**src/rtl/ovl_pkg.sv**
```systemverilog
package ovl_pkg;

    typedef enum logic [1:0] {
        LVL_CLEAR    = 2'b00,
        LVL_CONTRAST = 2'b01,
        LVL_BLANK    = 2'b10
    } lvl_code_e;

    // Merge blanking and contrast into the output level code.
    function automatic lvl_code_e encode_level(
        input logic three_mode,
        input logic blank,
        input logic contrast
    );
        lvl_code_e code;
        if (three_mode && blank)
            code = LVL_BLANK;
        else if (contrast)
            code = LVL_CONTRAST;
        else
            code = LVL_CLEAR;
        return code;
    endfunction

endpackage

```
**src/rtl/ovl_pix_delay.sv**
```systemverilog
module ovl_pix_delay #(
    parameter int W     = 8,
    parameter int DEPTH = 3,
    localparam int SEL_W = $clog2(DEPTH + 1)
) (
    input  logic             clk,
    input  logic             rst,
    input  logic             adv,
    input  logic [W-1:0]     din,
    input  logic [SEL_W-1:0] sel,
    output logic [W-1:0]     dout
);

    logic [W-1:0] stage [DEPTH];

    generate
        for (genvar k = 0; k < DEPTH; k++) begin : g_stage
            always_ff @(posedge clk) begin
                if (rst)
                    stage[k] <= '0;
                else if (adv)
                    stage[k] <= (k == 0) ? din : stage[(k == 0) ? 0 : k-1];
            end
        end
    endgenerate

    // Tap 0 is the live input, tap k is k pixels old; larger selects clamp.
    always_comb begin
        dout = din;
        for (int k = 1; k <= DEPTH; k++) begin
            if (int'(sel) >= k)
                dout = stage[k-1];
        end
    end

endmodule

```
**src/rtl/ovl_level_enc.sv**
```systemverilog
module ovl_level_enc
    import ovl_pkg::*;
(
    input  logic      three_mode,
    input  logic      blank_now,
    input  logic      cor_late,
    output lvl_code_e code
);

    always_comb code = encode_level(three_mode, blank_now, cor_late);

endmodule

```
**src/rtl/ovl_out_stage.sv**
```systemverilog
module ovl_out_stage
    import ovl_pkg::*;
#(
    parameter int RGB_W   = 12,
    parameter int MAX_DLY = 3,
    localparam int DLY_W  = $clog2(MAX_DLY + 1)
) (
    input  logic             clk,
    input  logic             rst,
    input  logic             pix_en,
    input  logic             three_lvl,
    input  logic [DLY_W-1:0] dly_sel,
    input  logic             blank_i,
    input  logic             cor_i,
    input  logic [RGB_W-1:0] rgb_i,
    output logic             blank_o,
    output logic [RGB_W-1:0] rgb_o,
    output logic [1:0]       lvl_o
);

    typedef struct packed {
        logic [RGB_W-1:0] rgb;
        logic             cor;
    } pix_payload_t;

    localparam int PAY_W = $bits(pix_payload_t);

    pix_payload_t pay_in, pay_tap;
    lvl_code_e    code_nxt;

    assign pay_in = '{rgb: rgb_i, cor: cor_i};

    ovl_pix_delay #(.W(PAY_W), .DEPTH(MAX_DLY)) u_dly (
        .clk  (clk),
        .rst  (rst),
        .adv  (pix_en),
        .din  (pay_in),
        .sel  (dly_sel),
        .dout (pay_tap)
    );

    ovl_level_enc u_enc (
        .three_mode (three_lvl),
        .blank_now  (blank_i),
        .cor_late   (pay_tap.cor),
        .code       (code_nxt)
    );

    always_ff @(posedge clk) begin
        if (rst) begin
            blank_o <= 1'b0;
            rgb_o   <= '0;
            lvl_o   <= LVL_CLEAR;
        end else if (pix_en) begin
            blank_o <= blank_i;
            rgb_o   <= pay_tap.rgb;
            lvl_o   <= code_nxt;
        end
    end

endmodule

```
**config.mk**
```make
export PLATFORM = sky130hd
export DESIGN_NAME = ovl_out_stage
export DESIGN_NICKNAME = d
export VERILOG_FILES = /design/src/rtl/ovl_pkg.sv /design/src/rtl/ovl_pix_delay.sv /design/src/rtl/ovl_level_enc.sv /design/src/rtl/ovl_out_stage.sv
export SDC_FILE = /design/constraint.sdc
export NUM_CORES = 1
export LEC_CHECK = 0
export BUFFER_PORTS_ARGS = -buffer_cell sky130_fd_sc_hd__buf_2
export CELL_PAD_IN_SITES_DETAIL_PLACEMENT = 0
export CELL_PAD_IN_SITES_GLOBAL_PLACEMENT = 1
export CORE_MARGIN = 5
export CORE_UTILIZATION = 47
export CTS_CLUSTER_DIAMETER = 120
export CTS_CLUSTER_SIZE = 20
export DETAILED_ROUTE_END_ITERATION = 8
export PLACE_DENSITY_LB_ADDON = 0.1
export SYNTH_ARGS = -nofsm -noshare
export SYNTH_HDL_FRONTEND = slang
export SYNTH_HIERARCHICAL = 1
export SYNTH_SLANG_ARGS = --single-unit
```
**constraint.sdc**
```tcl
create_clock -name clk -period 1.7 [get_ports clk]
set_clock_uncertainty 0.05 [all_clocks]
set_input_delay 0 -clock clk [delete_from_list [all_inputs] [get_ports clk]]
set_output_delay 0 -clock clk [all_outputs]
set_load 0.005 [all_outputs]
```
==> results.yml, run 1 <==
run_status:
  outcome: "completed"
global_routing:
  antenna_found_initial: 0
  grt_max_degree: 40
  grt_overflow_total: 0
  grt_pass1_wl_um: 7113
  grt_util_all_layers_pct: 14.44
  grt_pass1_vias: 1350
critical_path:
  arrival_ns: 1.55
  end_kind: "register"
  crit_slowest_cell: "mux4_1"
  worstSetupPathType: "reg -> reg"
  cp-start-kind: "register"
  critPathTopFamily: "multiplexers"
  required_ns: 1.85
  crit_fanout: 2
  path_cells: "mux4_1, a21boi_1, mux2i_1, nor2_1"
  crit_buf_inv: 0
  critPathMaxStageDelay_ns: 0.52
floorplanning:
  io_pins: 35
  die_area_um2: 6705
  die-width_um: 81.89
  row_count: 26
  start_util_pct: 47.86
  dieHeight_um: 81.89
  core_um2: 5075
timing:
  hold_slack_ns: 0.09920
  max_freq_mhz: 714.8
  worst_slew_margin_rel_pct: 78.77
  hold_viol_final: 0
  rsz0062_at_grt: "no"
  tightest_slew_ns: 0.3185
  post-route-period-util_pct: 82.30
  slew_violations: 0
  setup_viol: 0
  min_period_ns: 1.399
  fin_setup_tns_ns: 0
logic_synthesis:
  synth-seq-cells: 54
  yosys_warnings: 6
  synth_top_area_cell: "edfxtp_1"
  synth_area_per_cell_um2: 15.98
  synth_fp_nets: 172
  synth_cells: 152
  seq_area_frac_synth_pct: 60.59
  synth_cell_types: 14
  ys_top_cells_by_area: "edfxtp_1 48%, and3b_1 14%, dfxtp_1 12%"
  synth_top_area_share_pct: 48.22
  syn-cell-area_um2: 2429
clocking:
  cts.sinks: 54
  cts_max_level: 2
  insertion_delay_ns: 0.31
  cts_made_buffers: 5
  cts_tree: "built"
  cts_buffer_depth: 2
  path_clk_slew_ns: 0.10
  ctsRootBufferMaster: "clkbuf_8"
finish:
  final_cells: 274
  area_delta_synth_final_pct: 20.40
  fill_cells: 427
  nNetsFinal: 223
  regArea_um2: 1471
  drive_gt1_share_pct: 27.94
  diodes: 0
  multiInputGateArea_um2: 875.8
run:
  drv_cap: 0
route:
  ant_nets: 0
  vias_per_cell: 5.139
  drc: 0
  drt_wl_total_um: 4556
  firstDrtPassIters: 4
  drt_iter0_markers: 86
  vias: 1408
  routedWlPerCell_um: 16.63
placed_design:
  port-buffer-count: 34
  post-dp-hpwl_um: 3094
  dp.cells: 250
  gp_congestion: 0.7179
power:
  power_density_nw_per_um2: 866.2
  peakVddDrop_uv: 371.3
  cellLeakagePower_nw: 1.366
hold_path:
  hold_path_class: "in -> reg"
[placed cells by master, fill, tap and decap left out, drive strengths merged]
| cell | instances |
|---|---|
| edfxtp | 39 |
| and2 | 1 |
| mux4 | 13 |
| buf | 41 |
| nor2 | 15 |
| or2 | 1 |
| a21boi | 1 |
| dlygate4sd3 | 16 |
| mux2i | 15 |
| clkinv | 2 |
| dfxtp | 15 |
| clkbuf | 6 |
| and3b | 39 |
[layer usage]
layer,vias up,global-route usage [%],wire length [um]
li1,688,-,-
met1,681,20.61,2220
met2,34,21.65,2041
met3,5,3.618,240
met4,0,4.485,53
met5,-,0,0
[report_power, final]
| group | internal [mW] | total [mW] | switching, mW |
|---|---|---|---|
| clock network | 0.285 | 0.689 | 0.405 |
| registers | 1.50 | 1.54 | 0.0390 |
| logic | 0.172 | 0.302 | 0.130 |
| total | 1.96 | 2.53 | 0.574 |
[worst min-delay path: stages]
cell	delay (ns)
buf_2	0.19
mux2i_1	0.15
nor2_1	0.07
[metrics by stage]
step                total power, mW  setup slack, ns  utilization, %  instance area (um2)
finish                        2.533           0.3009           57.62                 2924
CTS                           2.563           0.2910           57.22                 2904
detailed placement            1.851           0.2874           52.86                 2683
global route                  2.641           0.2529           57.62                 2924
global placement              1.835           0.3767           52.86                 2683
floorplan                     1.740           0.4206               -                 2429
[cells by family after synthesis]
logic type	Yosys count	synth area share [%]
compound gates	1	0.3092
simple gates	56	16.90
flops	54	60.59
mux	28	18.86
buf+inv	13	3.348
[synthesized netlist by cell type]
cell,instances
or2_2,1
mux2i_1,15
dfxtp_1,15
and3b_1,39
a21boi_1,1
mux4_2,9
and2_1,1
buf_2,1
buf_6,2
nor2_1,15
mux4_1,4
edfxtp_1,39
buf_12,1
clkbuf_1,9
[path summary, 6_finish.rpt]
check / end / cells past startpoint / start / slack [ns]
worst min-delay path: rgb_o[9] / 3 / pix_en / 0.1
worst max-delay path: lvl_o[0] / 4 / u_dly/stage[1][0] / 0.30
worst max register to register: lvl_o[0] / 4 / u_dly/stage[1][0] / 0.30
worst min register to register: rgb_o[6] / 2 / rgb_o[6] / 0.45
[sequential cells by signal, indices dropped and copies added (netlist names)]
name         cells
u_dly/stage     39
blank_o          1
rgb_o           12
lvl_o            2
[layout make-up]
class / instances / area share, %
Sequential cell: 54 / 50.32
Multi-Input combinational cell: 85 / 29.95
Timing Repair Buffer: 57 / 13.95
Tap cell: 70 / 2.995
Clock buffer: 6 / 2.482
Clock inverter: 2 / 0.2995
[what timing repair did]
action                    CTS  global route
buffers inserted            0             0
resized for setup           0             0
hold endpoints to repair   15             2
hold buffers               14             2
Note: power is estimated with default switching activity, not from simulation.
==> inputs of run 2 (changes only) <==
clock period = 1.41 ns   (was 1.7 ns; I/O delays follow)
==> run 2 against run 1 <==
  * Maximum frequency increased by 5.3%
  * Critical path depth did not move
  * Combinational power increased by 19%
  * Clock power grew 21%
  * Non-clock buffer count shrank 3
  * Via count grew 2.7%
  * Core utilization is 0.96 points lower
  * Total power rose by 20%
==> results.yml, run 2 (synthesized netlist as in run 1, its figures left out) <==
run_status:
  outcome: "completed"
global_routing:
  grt_pass1_wl_um: 7679
  grt_overflow_total: 0
  antenna_found_initial: 0
  grt_max_degree: 34
  grt_util_all_layers_pct: 15.47
  grt_pass1_vias: 1498
power:
  peakVddDrop_uv: 522.4
  power_density_nw_per_um2: 1060
  power_mw: 3.048
  cellLeakagePower_nw: 1.339
timing:
  post-route-period-util_pct: 94.24
  worst_slew_margin_rel_pct: 78.83
  setup_viol: 0
  fin_setup_tns_ns: 0
  setup_slack_ns: 0.08122
  rsz0062_at_grt: "yes"
  max_freq_mhz: 752.6
  slew_violations: 0
  hold_viol_final: 0
  min_period_ns: 1.329
  tightest_slew_ns: 0.3176
placed_design:
  port-buffer-count: 34
  post-dp-hpwl_um: 3274
  dp.cells: 252
  gp_congestion: 0.7099
  dpl_worst_slack_ns: 0.03636
route:
  drt_wl_total_um: 4747
  vias: 1446
  routedWlPerCell_um: 17.52
  drc: 0
  drt_iter0_markers: 39
  ant_nets: 0
  firstDrtPassIters: 4
  vias_per_cell: 5.336
floorplanning:
  die_area_um2: 6705
  dieHeight_um: 81.89
  row_count: 26
  start_util_pct: 47.86
  die-width_um: 81.89
  core_um2: 5075
  io_pins: 35
finish:
  nNetsFinal: 220
  multiInputGateArea_um2: 872.1
  drive_gt1_share_pct: 29.85
  regArea_um2: 1471
  diodes: 0
  final_cells: 271
  regMostFlops: "u_dly/stage"
  area_delta_synth_final_pct: 18.39
  fill_cells: 431
  largest_reg_flops: 39
  post-route-util_pct: 56.66
  reg.largest.list: "u_dly/stage: 39 flops, rgb_o: 12 flops, lvl_o: 2 flops"
  layout_common_cells: "39 x and3b_1, 39 x edfxtp_1, 34 x buf_2"
clocking:
  post_cts_buffers: 0
  insertion_delay_ns: 0.30
  cts.sinks: 54
  ctsRootBufferMaster: "clkbuf_8"
  cts_made_buffers: 5
  path_clk_slew_ns: 0.09
  cts_max_level: 2
  cts_tree: "built"
  cts_buffer_depth: 2
critical_path:
  end_kind: "register"
  rr_worst_depth: 4
  cp-start-kind: "register"
  crit_fanout: 1
  required_ns: 1.55
  arrival_ns: 1.47
  worstSetupPathType: "reg -> reg"
hold_path:
  min_path_cells: 2
  hold_path_class: "in -> reg"
run:
  drv_cap: 0
[run 2: cell types whose count changed in the layout (fill, tap and decap cells not counted), sizes merged]
cell,delta
clkinvlp,+1
clkbuf,+1
dlygate4sd3,-5
buf,+2
clkinv,-2
[run 2: critical path, stage by stage, from the launching register on]
cell and delay [ns]:
edfxtp_1 0.38, mux4_2 0.47, a21boi_1 0.14, mux2i_1 0.12, nor2_1 0.06
[run 2: cell type report]
class	instances	area share, %
flip-flops and latches	54	51.17
multi-input cells	85	30.33
repair buffers	54	12.53
well taps	70	3.046
clock buffers	7	2.654
clock inverters	1	0.2611
[run 2: routing by layer]
metal	part of all wire [%]	routed length, um	global-route usage, %	vias to the layer above
li1	-	-	-	682
met1	46	2204	21.22	725
met2	47	2253	24.39	33
met3	5.1	241	4.167	6
met4	1.0	48	3.987	0
met5	0	0	0	-
[run 2: path summary, 6_finish.rpt]
path / from / endpoint / slack (ns)
max: u_dly/stage[2][0] / lvl_o[0] / 0.08
min: rgb_i[10] / u_dly/stage[0][11] / 0.009
min reg2reg: rgb_o[3] / rgb_o[3] / 0.45
max reg2reg: u_dly/stage[2][0] / lvl_o[0] / 0.08
[run 2: stage by stage]
| stage | hold WS (ns) | cell area [um2] |
|---|---|---|
| 2_1_floorplan | 0.02238 | 2429 |
| 3_3_place_gp | 0.2156 | 2685 |
| 3_5_place_dp | 0.2305 | 2685 |
| 4_1_cts | 0.005431 | 2879 |
| 5_1_grt | 0.007391 | 2875 |
| 6_report | 0.009285 | 2875 |
[run 2: power by group]
| part | internal, mW | switching [mW] | total [mW] |
|---|---|---|---|
| sequential | 1.81 | 0.0454 | 1.86 |
| combinational | 0.199 | 0.161 | 0.360 |
| clock | 0.353 | 0.478 | 0.831 |
| total | 2.36 | 0.685 | 3.05 |
[run 2: timing repair]
item / CTS / global route
endpoints found under the setup margin: 0 / 1
hold endpoints to repair: 11 / 0
hold buffers: 11 / 0
gates resized for setup: 0 / 1
==> inputs of run 3 (changes only) <==
CORE_ASPECT_RATIO = 1.5   (was unset)
==> run 3 against run 2 <==
  * Critical path type unchanged
  * Via count fell by 2.8%
  * Register-to-register slack about the same
  * Non-clock buffer count fell by 3
  * Die area grew 0.44%
  * Global-route usage decreased by 1.1 points
  * Combinational power fell by 3%
  * Total power is 1.6% lower
==> results.yml, run 3 (synthesized netlist as in run 1, its figures left out) <==
floorplanning:
  core_um2: 5085
  io_pins: 35
  die_area_um2: 6734
  start_util_pct: 47.76
  dieHeight_um: 98.04
  die-width_um: 68.69
  row_count: 32
finish:
  multiInputGateArea_um2: 872.1
  regArea_um2: 1471
  regMostFlops: "u_dly/stage"
  fill_cells: 436
  final_cells: 265
  nNetsFinal: 217
  area_delta_synth_final_pct: 17.57
  reg.largest.list: "u_dly/stage: 39 flops, rgb_o: 12 flops, lvl_o: 2 flops"
  largest_reg_flops: 39
  layout_common_cells: "39 x and3b_1, 39 x edfxtp_1, 34 x buf_2"
  diodes: 0
  drive_gt1_share_pct: 28.43
timing:
  worst_slew_margin_rel_pct: 63.09
  slew_violations: 0
  setup_viol: 0
  setup_slack_ns: 0.07828
  post-route-period-util_pct: 94.45
  rsz0062_at_grt: "yes"
  tightest_slew_ns: 0.5536
  hold_viol_final: 0
  hold_slack_ns: 0.01525
  min_period_ns: 1.332
  max_freq_mhz: 750.9
hold_path:
  hold_path_class: "in -> reg"
critical_path:
  end_kind: "register"
  cp-start-kind: "register"
  arrival_ns: 1.47
  crit_fanout: 2
  worstSetupPathType: "reg -> reg"
  required_ns: 1.55
  crit_slowest_cell: "mux4_2"
  critPathMaxStageDelay_ns: 0.47
  path_cells: "mux4_2, a21boi_1, mux2i_1, nor2_1"
global_routing:
  grt_util_all_layers_pct: 14.38
  grt_max_degree: 55
  antenna_found_initial: 0
  grt_pass1_wl_um: 7431
  grt_pass1_vias: 1488
  grt_overflow_total: 0
route:
  drt_wl_total_um: 4405
  vias_per_cell: 5.306
  drt_iter0_markers: 93
  firstDrtPassIters: 4
  drc: 0
  routedWlPerCell_um: 16.62
  ant_nets: 0
  vias: 1406
clocking:
  cts.sinks: 54
  cts_max_level: 2
  cts_tree: "built"
  cts_buffer_depth: 2
  path_clk_slew_ns: 0.09
  post_cts_buffers: 0
  insertion_delay_ns: 0.29
  cts_made_buffers: 5
  ctsRootBufferMaster: "clkbuf_8"
placed_design:
  dp.cells: 247
  gp_congestion: 0.7228
  dpl_worst_slack_ns: 0.05019
  port-buffer-count: 34
  post-dp-hpwl_um: 2914
run:
  drv_cap: 0
power:
  power_mw: 2.998
  cellLeakagePower_nw: 1.330
  power_density_nw_per_um2: 1050
  peakVddDrop_uv: 665.5
run_status:
  outcome: "completed"
run 3: cell count changes in the layout (fill, tap and decap cells not counted), sizes merged:
cell / change
buf: -3
clkinvlp: -1
run 3: final timing paths:
check,cells after the start,slack [ns],start,to
max,4,0.08,u_dly/stage[0][0],lvl_o[0]
min,4,0.02,three_lvl,lvl_o[0]
max reg2reg,4,0.08,u_dly/stage[0][0],lvl_o[0]
min reg2reg,2,0.45,rgb_o[8],rgb_o[8]
run 3: power by group:
group	switching, mW	internal (mW)
Combinational	0.153	0.197
Sequential	0.0455	1.81
Clock	0.448	0.343
run 3: repair_timing:
item                                   CTS  global route
gates resized for setup                  0             1
setup endpoints to repair                0             1
hold buffers                            11             0
endpoints found under the hold margin   11             0
run 3: layout make-up:
class	count	area share, %
Tap cell	68	2.980
Multi-Input combinational cell	85	30.54
Sequential cell	54	51.53
Clock buffer	7	2.673
Timing Repair Buffer	51	12.27
run 3: through the flow:
step / setup TNS, ns / area (um2) / util [%]
6_report: 0 / 2855 / 56.15
3_3_place_gp: 0 / 2673 / 52.56
3_5_place_dp: 0 / 2673 / 52.56
2_1_floorplan: 0 / 2429 / -
4_1_cts: 0 / 2859 / 56.23
5_1_grt: -0.01128 / 2855 / 56.15
run 3: layer usage:
metal | wire length [um] | global-route usage (%) | up-vias
met5 | 0 | 0 | -
met4 | 42 | 3.604 | 0
met3 | 181 | 3.337 | 4
met2 | 2114 | 21.49 | 26
met1 | 2066 | 21.17 | 705
li1 | - | - | 671
run 3: worst max-delay path: cells and delay by family, from the launching register on:
kind	cells	cell delay (ns)
mux	2	0.59
flops	1	0.39
simple gates	1	0.06
compound gates	1	0.14
